## config.mk

```make
export PLATFORM = sky130hd
export DESIGN_NAME = pme_root_tracker
export DESIGN_NICKNAME = d
export VERILOG_FILES = /design/src/rtl/pme_tracker_pkg.sv /design/src/rtl/pme_fifo.sv /design/src/rtl/pme_cfg_decode.sv /design/src/rtl/pme_report_ctrl.sv /design/src/rtl/pme_root_tracker.sv
export SDC_FILE = /design/constraint.sdc
export NUM_CORES = 1
export LEC_CHECK = 0
export ABC_AREA = 1
export BUFFER_PORTS_ARGS = -buffer_cell sky130_fd_sc_hd__buf_2
export CAP_MARGIN = 10
export CORE_MARGIN = 2
export CORE_UTILIZATION = 51
export DETAILED_ROUTE_END_ITERATION = 8
export GPL_ROUTABILITY_DRIVEN = 0
export PLACE_DENSITY = 0.77
export SLEW_MARGIN = 20
export SYNTH_ARGS = -nofsm -noshare
export SYNTH_HDL_FRONTEND = slang
export SYNTH_SLANG_ARGS = --single-unit
```

## constraint.sdc

```tcl
create_clock -name clk -period 2 [get_ports clk]
set_input_delay 0.1 -clock clk [delete_from_list [all_inputs] [get_ports clk]]
set_output_delay 0.1 -clock clk [all_outputs]
set_load 0.005 [all_outputs]
```

## src/rtl/pme_tracker_pkg.sv

```systemverilog
package pme_tracker_pkg;

  localparam int ID_W     = 16;
  localparam int WORD_W   = 32;
  localparam int STAT_BIT = 16;
  localparam int PEND_BIT = 17;
  localparam int STAT_LANE = STAT_BIT / 8;

  typedef logic [ID_W-1:0]   req_id_t;
  typedef logic [WORD_W-1:0] word_t;

  // A clearing access: lane holding the status bit enabled and a 1 written to it
  function automatic logic status_clear_hit(input logic wr_en,
                                            input logic [WORD_W/8-1:0] be,
                                            input word_t wdata);
    return wr_en & be[STAT_LANE] & wdata[STAT_BIT];
  endfunction

  // Assemble the read view; everything above the pending bit is zero
  function automatic word_t pack_word(input logic pending,
                                      input logic status,
                                      input req_id_t id);
    word_t w;
    w = '0;
    w[ID_W-1:0] = id;
    w[STAT_BIT] = status;
    w[PEND_BIT] = pending;
    return w;
  endfunction

endpackage

```

## src/rtl/pme_fifo.sv

```systemverilog
module pme_fifo #(
  parameter int W     = 16,
  parameter int DEPTH = 4
) (
  input  logic         clk,
  input  logic         rst_n,
  input  logic         push,
  input  logic         pop,
  input  logic [W-1:0] din,
  output logic [W-1:0] dout,
  output logic         empty,
  output logic         full
);
  localparam int PTR_W = (DEPTH > 1) ? $clog2(DEPTH) : 1;
  localparam int CNT_W = $clog2(DEPTH + 1);
  localparam logic [PTR_W-1:0] LAST = PTR_W'(DEPTH - 1);

  logic [W-1:0]     mem [DEPTH];
  logic [PTR_W-1:0] wr_ptr, rd_ptr;
  logic [CNT_W-1:0] count;
  logic             do_push, do_pop;

  assign empty   = (count == '0);
  assign full    = (count == CNT_W'(DEPTH));
  assign do_pop  = pop & ~empty;
  assign do_push = push & (~full | do_pop);
  assign dout    = mem[rd_ptr];

  always_ff @(posedge clk or negedge rst_n) begin
    if (!rst_n) begin
      wr_ptr <= '0;
      rd_ptr <= '0;
      count  <= '0;
    end else begin
      if (do_push) wr_ptr <= (wr_ptr == LAST) ? '0 : wr_ptr + 1'b1;
      if (do_pop)  rd_ptr <= (rd_ptr == LAST) ? '0 : rd_ptr + 1'b1;
      case ({do_push, do_pop})
        2'b10:   count <= count + 1'b1;
        2'b01:   count <= count - 1'b1;
        default: count <= count;
      endcase
    end
  end

  for (genvar g = 0; g < DEPTH; g++) begin : g_slot
    always_ff @(posedge clk or negedge rst_n) begin
      if (!rst_n)                                   mem[g] <= '0;
      else if (do_push && wr_ptr == PTR_W'(g))      mem[g] <= din;
    end
  end

endmodule

```

## src/rtl/pme_cfg_decode.sv

```systemverilog
module pme_cfg_decode
  import pme_tracker_pkg::*;
(
  input  logic                cfg_wr_en,
  input  logic [WORD_W/8-1:0] cfg_byte_en,
  input  word_t               cfg_wr_data,
  output logic                clear_evt
);
  assign clear_evt = status_clear_hit(cfg_wr_en, cfg_byte_en, cfg_wr_data);
endmodule

```

## src/rtl/pme_report_ctrl.sv

```systemverilog
module pme_report_ctrl
  import pme_tracker_pkg::*;
(
  input  logic    clk,
  input  logic    rst_n,
  input  logic    clear_evt,
  input  logic    pme_valid,
  input  req_id_t pme_req_id,
  input  logic    q_empty,
  input  logic    q_full,
  input  req_id_t q_head,
  output logic    q_push,
  output logic    q_pop,
  output logic    drop_evt,
  output logic    status_q,
  output req_id_t id_q,
  output logic    ovf_q
);
  logic    status_d;
  req_id_t id_d;

  always_comb begin
    status_d = status_q;
    id_d     = id_q;
    q_push   = 1'b0;
    q_pop    = 1'b0;
    drop_evt = 1'b0;
    if (!status_q) begin
      if (!q_empty) begin
        // redelivery of the oldest waiting PME; a new arrival queues behind it
        q_pop    = 1'b1;
        status_d = 1'b1;
        id_d     = q_head;
        q_push   = pme_valid;
      end else if (pme_valid) begin
        status_d = 1'b1;
        id_d     = pme_req_id;
      end
    end else if (clear_evt) begin
      if (q_empty && pme_valid) begin
        id_d = pme_req_id;
      end else begin
        status_d = 1'b0;
        if (pme_valid) begin
          q_push   = ~q_full;
          drop_evt = q_full;
        end
      end
    end else if (pme_valid) begin
      q_push   = ~q_full;
      drop_evt = q_full;
    end
  end

  always_ff @(posedge clk or negedge rst_n) begin
    if (!rst_n) begin
      status_q <= 1'b0;
      id_q     <= '0;
      ovf_q    <= 1'b0;
    end else begin
      status_q <= status_d;
      id_q     <= id_d;
      ovf_q    <= drop_evt;
    end
  end
endmodule

```

## src/rtl/pme_root_tracker.sv

```systemverilog
module pme_root_tracker
  import pme_tracker_pkg::*;
#(
  parameter int QUEUE_DEPTH = 4
) (
  input  logic        clk,
  input  logic        rst_n,
  input  logic        pme_valid,
  input  logic [15:0] pme_req_id,
  input  logic        cfg_wr_en,
  input  logic [3:0]  cfg_byte_en,
  input  logic [31:0] cfg_wr_data,
  output logic [31:0] status_word,
  output logic        pme_overflow
);
  logic    clear_evt, drop_evt;
  logic    q_push, q_pop, q_empty, q_full;
  req_id_t q_head, id_q;
  logic    status_q;

  pme_cfg_decode u_dec (
    .cfg_wr_en   (cfg_wr_en),
    .cfg_byte_en (cfg_byte_en),
    .cfg_wr_data (cfg_wr_data),
    .clear_evt   (clear_evt)
  );

  pme_fifo #(.W(ID_W), .DEPTH(QUEUE_DEPTH)) u_queue (
    .clk   (clk),
    .rst_n (rst_n),
    .push  (q_push),
    .pop   (q_pop),
    .din   (pme_req_id),
    .dout  (q_head),
    .empty (q_empty),
    .full  (q_full)
  );

  pme_report_ctrl u_ctrl (
    .clk        (clk),
    .rst_n      (rst_n),
    .clear_evt  (clear_evt),
    .pme_valid  (pme_valid),
    .pme_req_id (pme_req_id),
    .q_empty    (q_empty),
    .q_full     (q_full),
    .q_head     (q_head),
    .q_push     (q_push),
    .q_pop      (q_pop),
    .drop_evt   (drop_evt),
    .status_q   (status_q),
    .id_q       (id_q),
    .ovf_q      (pme_overflow)
  );

  assign status_word = pack_word(~q_empty, status_q, id_q);

endmodule

```

==> results of run 1 <==
[worst max-delay path: stages (launching register included)]
cell     delay [ns]
dfrtp_2        0.44
nor2_4         0.20
nand2_4        0.09
inv_2          0.07
nand2_4        0.05
nand2_4        0.07
ha_4           0.12
inv_2          0.05
fa_2           0.35
a21oi_2        0.12
o21ai_1        0.08
xor2_1         0.14
[area by class of cell]
type,count,share of cell area (%)
sequential,89,42.01
multi-input combinational,426,38.50
timing repair buffer,59,6.936
inverter,88,6.228
tap,129,3.043
clock buffer,13,2.996
clock inverter,3,0.2831
[power by group]
| part | switching [µW] | leakage [µW] | internal (µW) |
|---|---|---|---|
| sequential | 447 | 0.00111 | 2640 |
| clock | 617 | 0.0000932 | 516 |
| combinational | 2650 | 0.00178 | 1380 |
| total | 3710 | 0.00299 | 4540 |
[cells by family after synthesis]
logic type | share of synthesized area [%]
buf+inv | 13.77
flops | 45.82
simple gates | 36.53
other cells | 0.07715
compound gates | 1.493
xor+xnor | 0.3604
fa+ha+maj | 1.956
[what timing repair did]
action                                  in CTS  in global routing
endpoints found under the setup margin       0                 65
resized for setup                            0                  4
buffers inserted                             0                  0
hold endpoints to repair                    19                  0
hold buffers                                 1                  0
[path summary, 6_finish.rpt]
| check | from | end | slack (ns) | cells after the start |
|---|---|---|---|---|
| max | u_queue.count[1]$_DFFE_PN0P_ | u_queue.count[2]$_DFFE_PN0P_ | 0.1 | 11 |
| min | pme_req_id[9] | u_queue.mem[25]$_DFFE_PN0P_ | 0.05 | 3 |
| max reg2reg | u_queue.count[1]$_DFFE_PN0P_ | u_queue.count[2]$_DFFE_PN0P_ | 0.1 | 11 |
| min reg2reg | u_queue.mem[55]$_DFFE_PN0P_ | u_queue.mem[55]$_DFFE_PN0P_ | 0.47 | 2 |
| max in group asynchronous | rst_n | u_queue.mem[59]$_DFFE_PN0P_ | 1.15 | 3 |
| min in group asynchronous | rst_n | u_queue.mem[46]$_DFFE_PN0P_ | 0.17 | 2 |
[metrics by stage]
stage               cell area (µm²)  power, µW  cells  hold WS (ns)  setup TNS, ns
global route                   5304       8958    807       0.05061              0
detailed placement             5107       7071    790      0.002277              0
CTS                            5291       8219    807       0.03432              0
finish                         5304       8247    807       0.04559              0
global placement               5107       6870    790     -0.005780              0
floorplan                      4935       5955    659       -0.1956      -0.007742
[layer usage]
metal	wire length (µm)	share of wire [%]
met4	164	1.4
met5	0	0
met2	5597	47
met3	1044	8.7
met1	5217	43
[registers in the layout, indices dropped and copies added (netlist names)]
name / flops
u_queue.mem: 64
u_ctrl.id_q: 16
u_ctrl.ovf_q: 1
u_ctrl.status_q: 1
u_queue.count: 3
u_queue.rd_ptr: 2
u_queue.wr_ptr: 2
[layout by cell type, fill, tap and decap left out]
| cell | n |
|---|---|
| o21ai_0 | 3 |
| clkinv_1 | 1 |
| buf_6 | 2 |
| buf_4 | 16 |
| nand3_1 | 66 |
| dfrtp_2 | 1 |
| ha_4 | 1 |
| a21oi_2 | 1 |
| dlygate4sd3_1 | 1 |
| ha_1 | 5 |
| nand2_2 | 1 |
| nor2_1 | 4 |
| fa_2 | 1 |
| clkbuf_1 | 2 |
| xor2_1 | 1 |
| nand4_1 | 64 |
| xnor2_1 | 1 |
| buf_12 | 1 |
| clkinv_2 | 3 |
| a21oi_4 | 2 |
| o21ai_1 | 1 |
| conb_1 | 14 |
| nor4_1 | 1 |
| dfrtp_1 | 88 |
| inv_2 | 2 |
| nand2_1 | 248 |
| inv_1 | 85 |
| a21oi_1 | 3 |
| nand2_4 | 4 |
| clkbuf_8 | 11 |
| nor2_4 | 1 |
| buf_2 | 39 |
| nand3_2 | 4 |
==> impl_metrics.py, run 1 <==
metrics = {
    "finish": {
        "regArea_mm2": 0.002228,
        "antennaDiodeCount": 0,
        "final_util_pct": 57.40,
        "area_growth_pct": 9.112,
        "final_nets": 736,
        "drive_gt1_share_pct": 13.27,
        "fill_cells": 825,
        "multiInputGateArea_mm2": 0.002042,
    },
    "synth": {
        "synth_seq_cells": 89,
        "syn-cell-area_mm2": 0.004861,
        "yosysMostFrequentCell": "nand2_1",
        "synth_seq_area_share_pct": 45.82,
        "ys.flop_type": "dfrtp_1",
        "ys_types": 26,
        "synth_edf_count": 0,
        "synth-warning-count": 0,
        "yosys-top-cells-area": "dfrtp_1 46%, nand2_1 19%, nand4_1 8.2%, nand3_1 6.8%, inv_1 6.6%",
        "synth.top_cells.by_count": "248 x nand2_1, 89 x dfrtp_1, 86 x inv_1",
        "syn-instance-count": 646,
        "syn_area_per_cell_um2": 7.525,
        "post-synth-top-area-cell": "dfrtp_1",
        "async_reset_ff_share_pct": 100.0,
        "synth_top_area_share_pct": 45.82,
    },
    "clock_tree": {
        "cts-root-buf": "clkbuf_8",
        "htreeDepth": 3,
        "cts_max_path_buffers": 2,
        "clk_pin_slew_worst_paths_ns": 0.09,
        "cts_tree": "built",
        "clock_latency_ns": 0.35,
        "cts_buffers": 9,
        "cts.sinks": 89,
    },
    "route": {
        "antenna_left": 0,
        "drc": 0,
        "vias_per_cell": 5.342,
        "firstDrtPassIters": 6,
        "routed_wl_mm": 12.02,
        "wire_per_inst_um": 14.90,
        "vias": 4311,
        "drtIter0Drc": 414,
    },
    "timing": {
        "worst_pin_slew_ns": 0.7583,
        "layout_setup_ws_ns": 0.09937,
        "finalSetupViolCount": 0,
        "period_share_pct": 95.03,
        "finClkSkew_ns": 0.01371,
        "max_freq_mhz": 526.1,
        "maxSlewHeadroom_pct": 49.45,
        "rsz0062_at_grt": "false",
        "slew_violations": 0,
        "period_needed_ns": 1.901,
        "final_hold_viol_count": 0,
    },
    "power_and_ir_drop": {
        "peakVddDrop_v": 0.0005009,
        "power.density_mw_per_mm2": 1555,
        "p_leak_uw": 0.002986,
    },
    "worst_setup_path": {
        "startpoint_type": "flip-flop",
        "arrival_ns": 2.14,
        "worstPathMaxFanout": 4,
        "crit_required_ns": 2.24,
        "critPathKind": "reg2reg",
        "crit_path_end_kind": "flip-flop",
    },
    "global_route": {
        "met1_usage_pct": 35.44,
        "grt_pass1_vias": 4116,
        "grt_max_degree": 71,
        "met3_usage_pct": 3.658,
        "grt_overflow": 0,
        "gr-max-usage-layer": "met2",
        "antenna_found_initial": 0,
        "grt_pass1_wl_mm": 20.13,
        "grt_usage_pct": 24.86,
        "grt_use_met2_pct": 37.70,
    },
    "min_path": {
        "hold_class": "in2reg",
    },
    "floorplanning": {
        "dieHeight_um": 101.6,
        "start_util_pct": 52.61,
        "dieArea_mm2": 0.01033,
        "ios": 89,
        "die_w_um": 101.6,
        "rows": 35,
        "core_mm2": 0.009240,
    },
    "placement": {
        "place_hpwl_mm": 7.567,
        "dp_slack_ns": 0.08924,
        "io_buffers": 40,
    },
    "flow_run": {
        "max-cap-violations": 0,
    },
    "status": {
        "status": "finished clean",
    },
}
No activity file was read; power rests on OpenSTA's default activity.
==> inputs of run 2 (changes only) <==
--- a/config.mk
+++ b/config.mk
@@ -12,6 +12,7 @@
 export CORE_UTILIZATION = 51
 export DETAILED_ROUTE_END_ITERATION = 8
 export GPL_ROUTABILITY_DRIVEN = 0
+export GPL_TIMING_DRIVEN = 0
 export PLACE_DENSITY = 0.77
 export SLEW_MARGIN = 20
 export SYNTH_ARGS = -nofsm -noshare
==> run 2 against run 1 <==
Sequential share of layout area decreased by 2.3 points. Combinational power increased by 5.2%. Critical endpoint unchanged. Routed wire length increased by 4.6%. Die area unchanged. First-iteration DRC count decreased by 25%. Critical path depth unchanged. Clock skew decreased by 0.0028 ns. Largest power group unchanged. Utilization increased by 3.4 points.
==> impl_metrics.py, run 2 (synthesized netlist as in run 1, its figures left out) <==
metrics = {
    "status": {
        "status": "finished clean",
    },
    "worst_setup_path": {
        "critPathKind": "reg2reg",
        "cp_top_family": "adder cells",
        "crit_path_top_delay_cell": "dfrtp_2",
        "worstPathMaxFanout": 4,
        "crit_path_end_kind": "flip-flop",
        "crit_chain": "nor2_4 > nand2_4 > inv_4 > nand2_8 > nand2_4 > ha_4 > inv_2 > fa_2 > a21oi_2 > o21ai_1 > xor2_1",
        "crit_top_cell": "nand2_4",
        "critical_path_buf_inv_count": 2,
        "crit_required_ns": 2.24,
        "cpPeakStageDelay_ns": 0.44,
        "startpoint_type": "flip-flop",
        "arrival_ns": 2.18,
    },
    "timing": {
        "worst_pin_slew_ns": 0.5928,
        "final_hold_viol_count": 0,
        "max_freq_mhz": 516.8,
        "period_share_pct": 96.75,
        "finClkSkew_ns": 0.01088,
        "maxSlewHeadroom_pct": 60.48,
        "finalSetupViolCount": 0,
        "slew_violations": 0,
        "holdWs_ns": 0.05611,
        "period_needed_ns": 1.935,
        "rsz0062_at_grt": "true",
    },
    "finish": {
        "final_cell_area_mm2": 0.005620,
        "regMostFlops": "u_queue.mem",
        "final_nets": 783,
        "drive_gt1_share_pct": 17.24,
        "layout.cells.most_common_list": "248 x nand2_1, 87 x dfrtp_1, 85 x inv_1",
        "antennaDiodeCount": 0,
        "final_util_pct": 60.83,
        "layout_commonest_cell": "nand2_1",
        "reg.largest.list": "u_queue.mem: 64 flops, u_ctrl.id_q: 16 flops, u_queue.count: 3 flops",
        "largest_reg_flops": 64,
        "area_growth_pct": 15.62,
    },
    "clock_tree": {
        "clk_pin_slew_worst_paths_ns": 0.09,
        "cts-root-buf": "clkbuf_8",
        "cts_max_path_buffers": 2,
        "cts.sinks": 89,
        "cts_buffers": 9,
        "clock_latency_ns": 0.35,
        "cts_tree": "built",
        "htreeDepth": 3,
    },
    "global_route": {
        "grt_overflow": 0,
        "grt_pass1_vias": 4276,
        "grt_pass1_wl_mm": 20.82,
        "grt_max_degree": 47,
        "antenna_found_initial": 0,
        "grt_usage_pct": 25.96,
    },
    "floorplanning": {
        "start_util_pct": 52.61,
        "ios": 89,
        "dieHeight_um": 101.6,
        "core_mm2": 0.009240,
        "rows": 35,
        "dieArea_mm2": 0.01033,
        "die_w_um": 101.6,
    },
    "route": {
        "firstDrtPassIters": 5,
        "vias_per_cell": 5.163,
        "drtIter0Drc": 311,
        "antenna_left": 0,
        "wire_per_inst_um": 14.72,
        "drc": 0,
        "vias": 4409,
        "routed_wl_mm": 12.57,
    },
    "power_and_ir_drop": {
        "peakVddDrop_v": 0.0005705,
        "p_leak_uw": 0.003144,
        "power.density_mw_per_mm2": 1527,
    },
    "placement": {
        "place_area_mm2": 0.005326,
        "place_hpwl_mm": 9.040,
        "io_buffers": 40,
    },
    "min_path": {
        "hold_class": "in2reg",
    },
    "flow_run": {
        "max-cap-violations": 0,
    },
}
run 2: changes by cell type in the layout (fill, tap and decap cells not counted), moves of 2 or more:
cell	change
clkbuf_8	-2
clkinv_2	-2
clkbuf_1	+11
clkinvlp_4	+2
buf_1	+3
buf_6	-2
buf_4	+23
buf_2	+9
run 2: worst register-to-register path, delay by kind of cell, from the launching register on:
family | cells | cell delay (ns)
and+or+nand+nor | 4 | 0.45
adders and majority gates | 2 | 0.46
buffers and inverters | 2 | 0.13
DFF | 1 | 0.44
AOI/OAI and AO/OA | 2 | 0.21
xor gates and xnor gates | 1 | 0.14
run 2: per-stage QoR:
stage / power, µW / worst slack (ns) / setup TNS [ns] / std cells
2_1_floorplan: 5955 / -0.007742 / -0.007742 / 659
3_3_place_gp: 6931 / -0.1286 / -0.1544 / 828
3_5_place_dp: 7128 / -0.1843 / -0.2754 / 829
4_1_cts: 8478 / 0.01392 / 0 / 850
5_1_grt: 9342 / -0.03377 / -0.03878 / 854
6_report: 8580 / 0.06500 / 0 / 854
run 2: power by group:
part	switching, µW	internal [µW]	leakage (µW)
registers	458	2640	0.00111
clock network	661	583	0.0000929
logic	2720	1520	0.00194
total	3840	4740	0.00314
run 2: worst paths after layout:
kind	start	slack, ns	to	depth (start not counted)
worst min register to register	u_queue.mem[10]$_DFFE_PN0P_	0.48	u_queue.mem[10]$_DFFE_PN0P_	2
min in group asynchronous	rst_n	0.28	u_queue.mem[14]$_DFFE_PN0P_	2
max in group asynchronous	rst_n	1.09	u_queue.mem[49]$_DFFE_PN0P_	3
worst max-delay path	u_queue.count[0]$_DFFE_PN0P_	0.06	u_queue.count[2]$_DFFE_PN0P_	11
worst max register to register	u_queue.count[0]$_DFFE_PN0P_	0.06	u_queue.count[2]$_DFFE_PN0P_	11
worst min-delay path	pme_req_id[6]	0.06	u_queue.mem[54]$_DFFE_PN0P_	3
run 2: layout make-up:
cell class	instances	area (µm²)
multi-input cells	426	2054
inverters	88	332.8
clock buffers	10	127.6
clock inverters	6	67.56
plain buffers	55	339.1
well taps	129	161.4
repair buffers	51	307.8
flip-flops and latches	89	2230
fillers	818	3620
run 2: metal layers:
layer,wire length [µm],global-route usage [%]
met2,5960,41.70
met3,702,3.589
met1,5567,35.06
met4,341,11.75
met5,0,0
run 2: what timing repair did:
item,CTS,global route
endpoints found under the setup margin,2,4
hold endpoints to repair,45,0
pin swaps,3,2
hold buffers,1,0
resized for setup,5,7
setup buffers,5,4
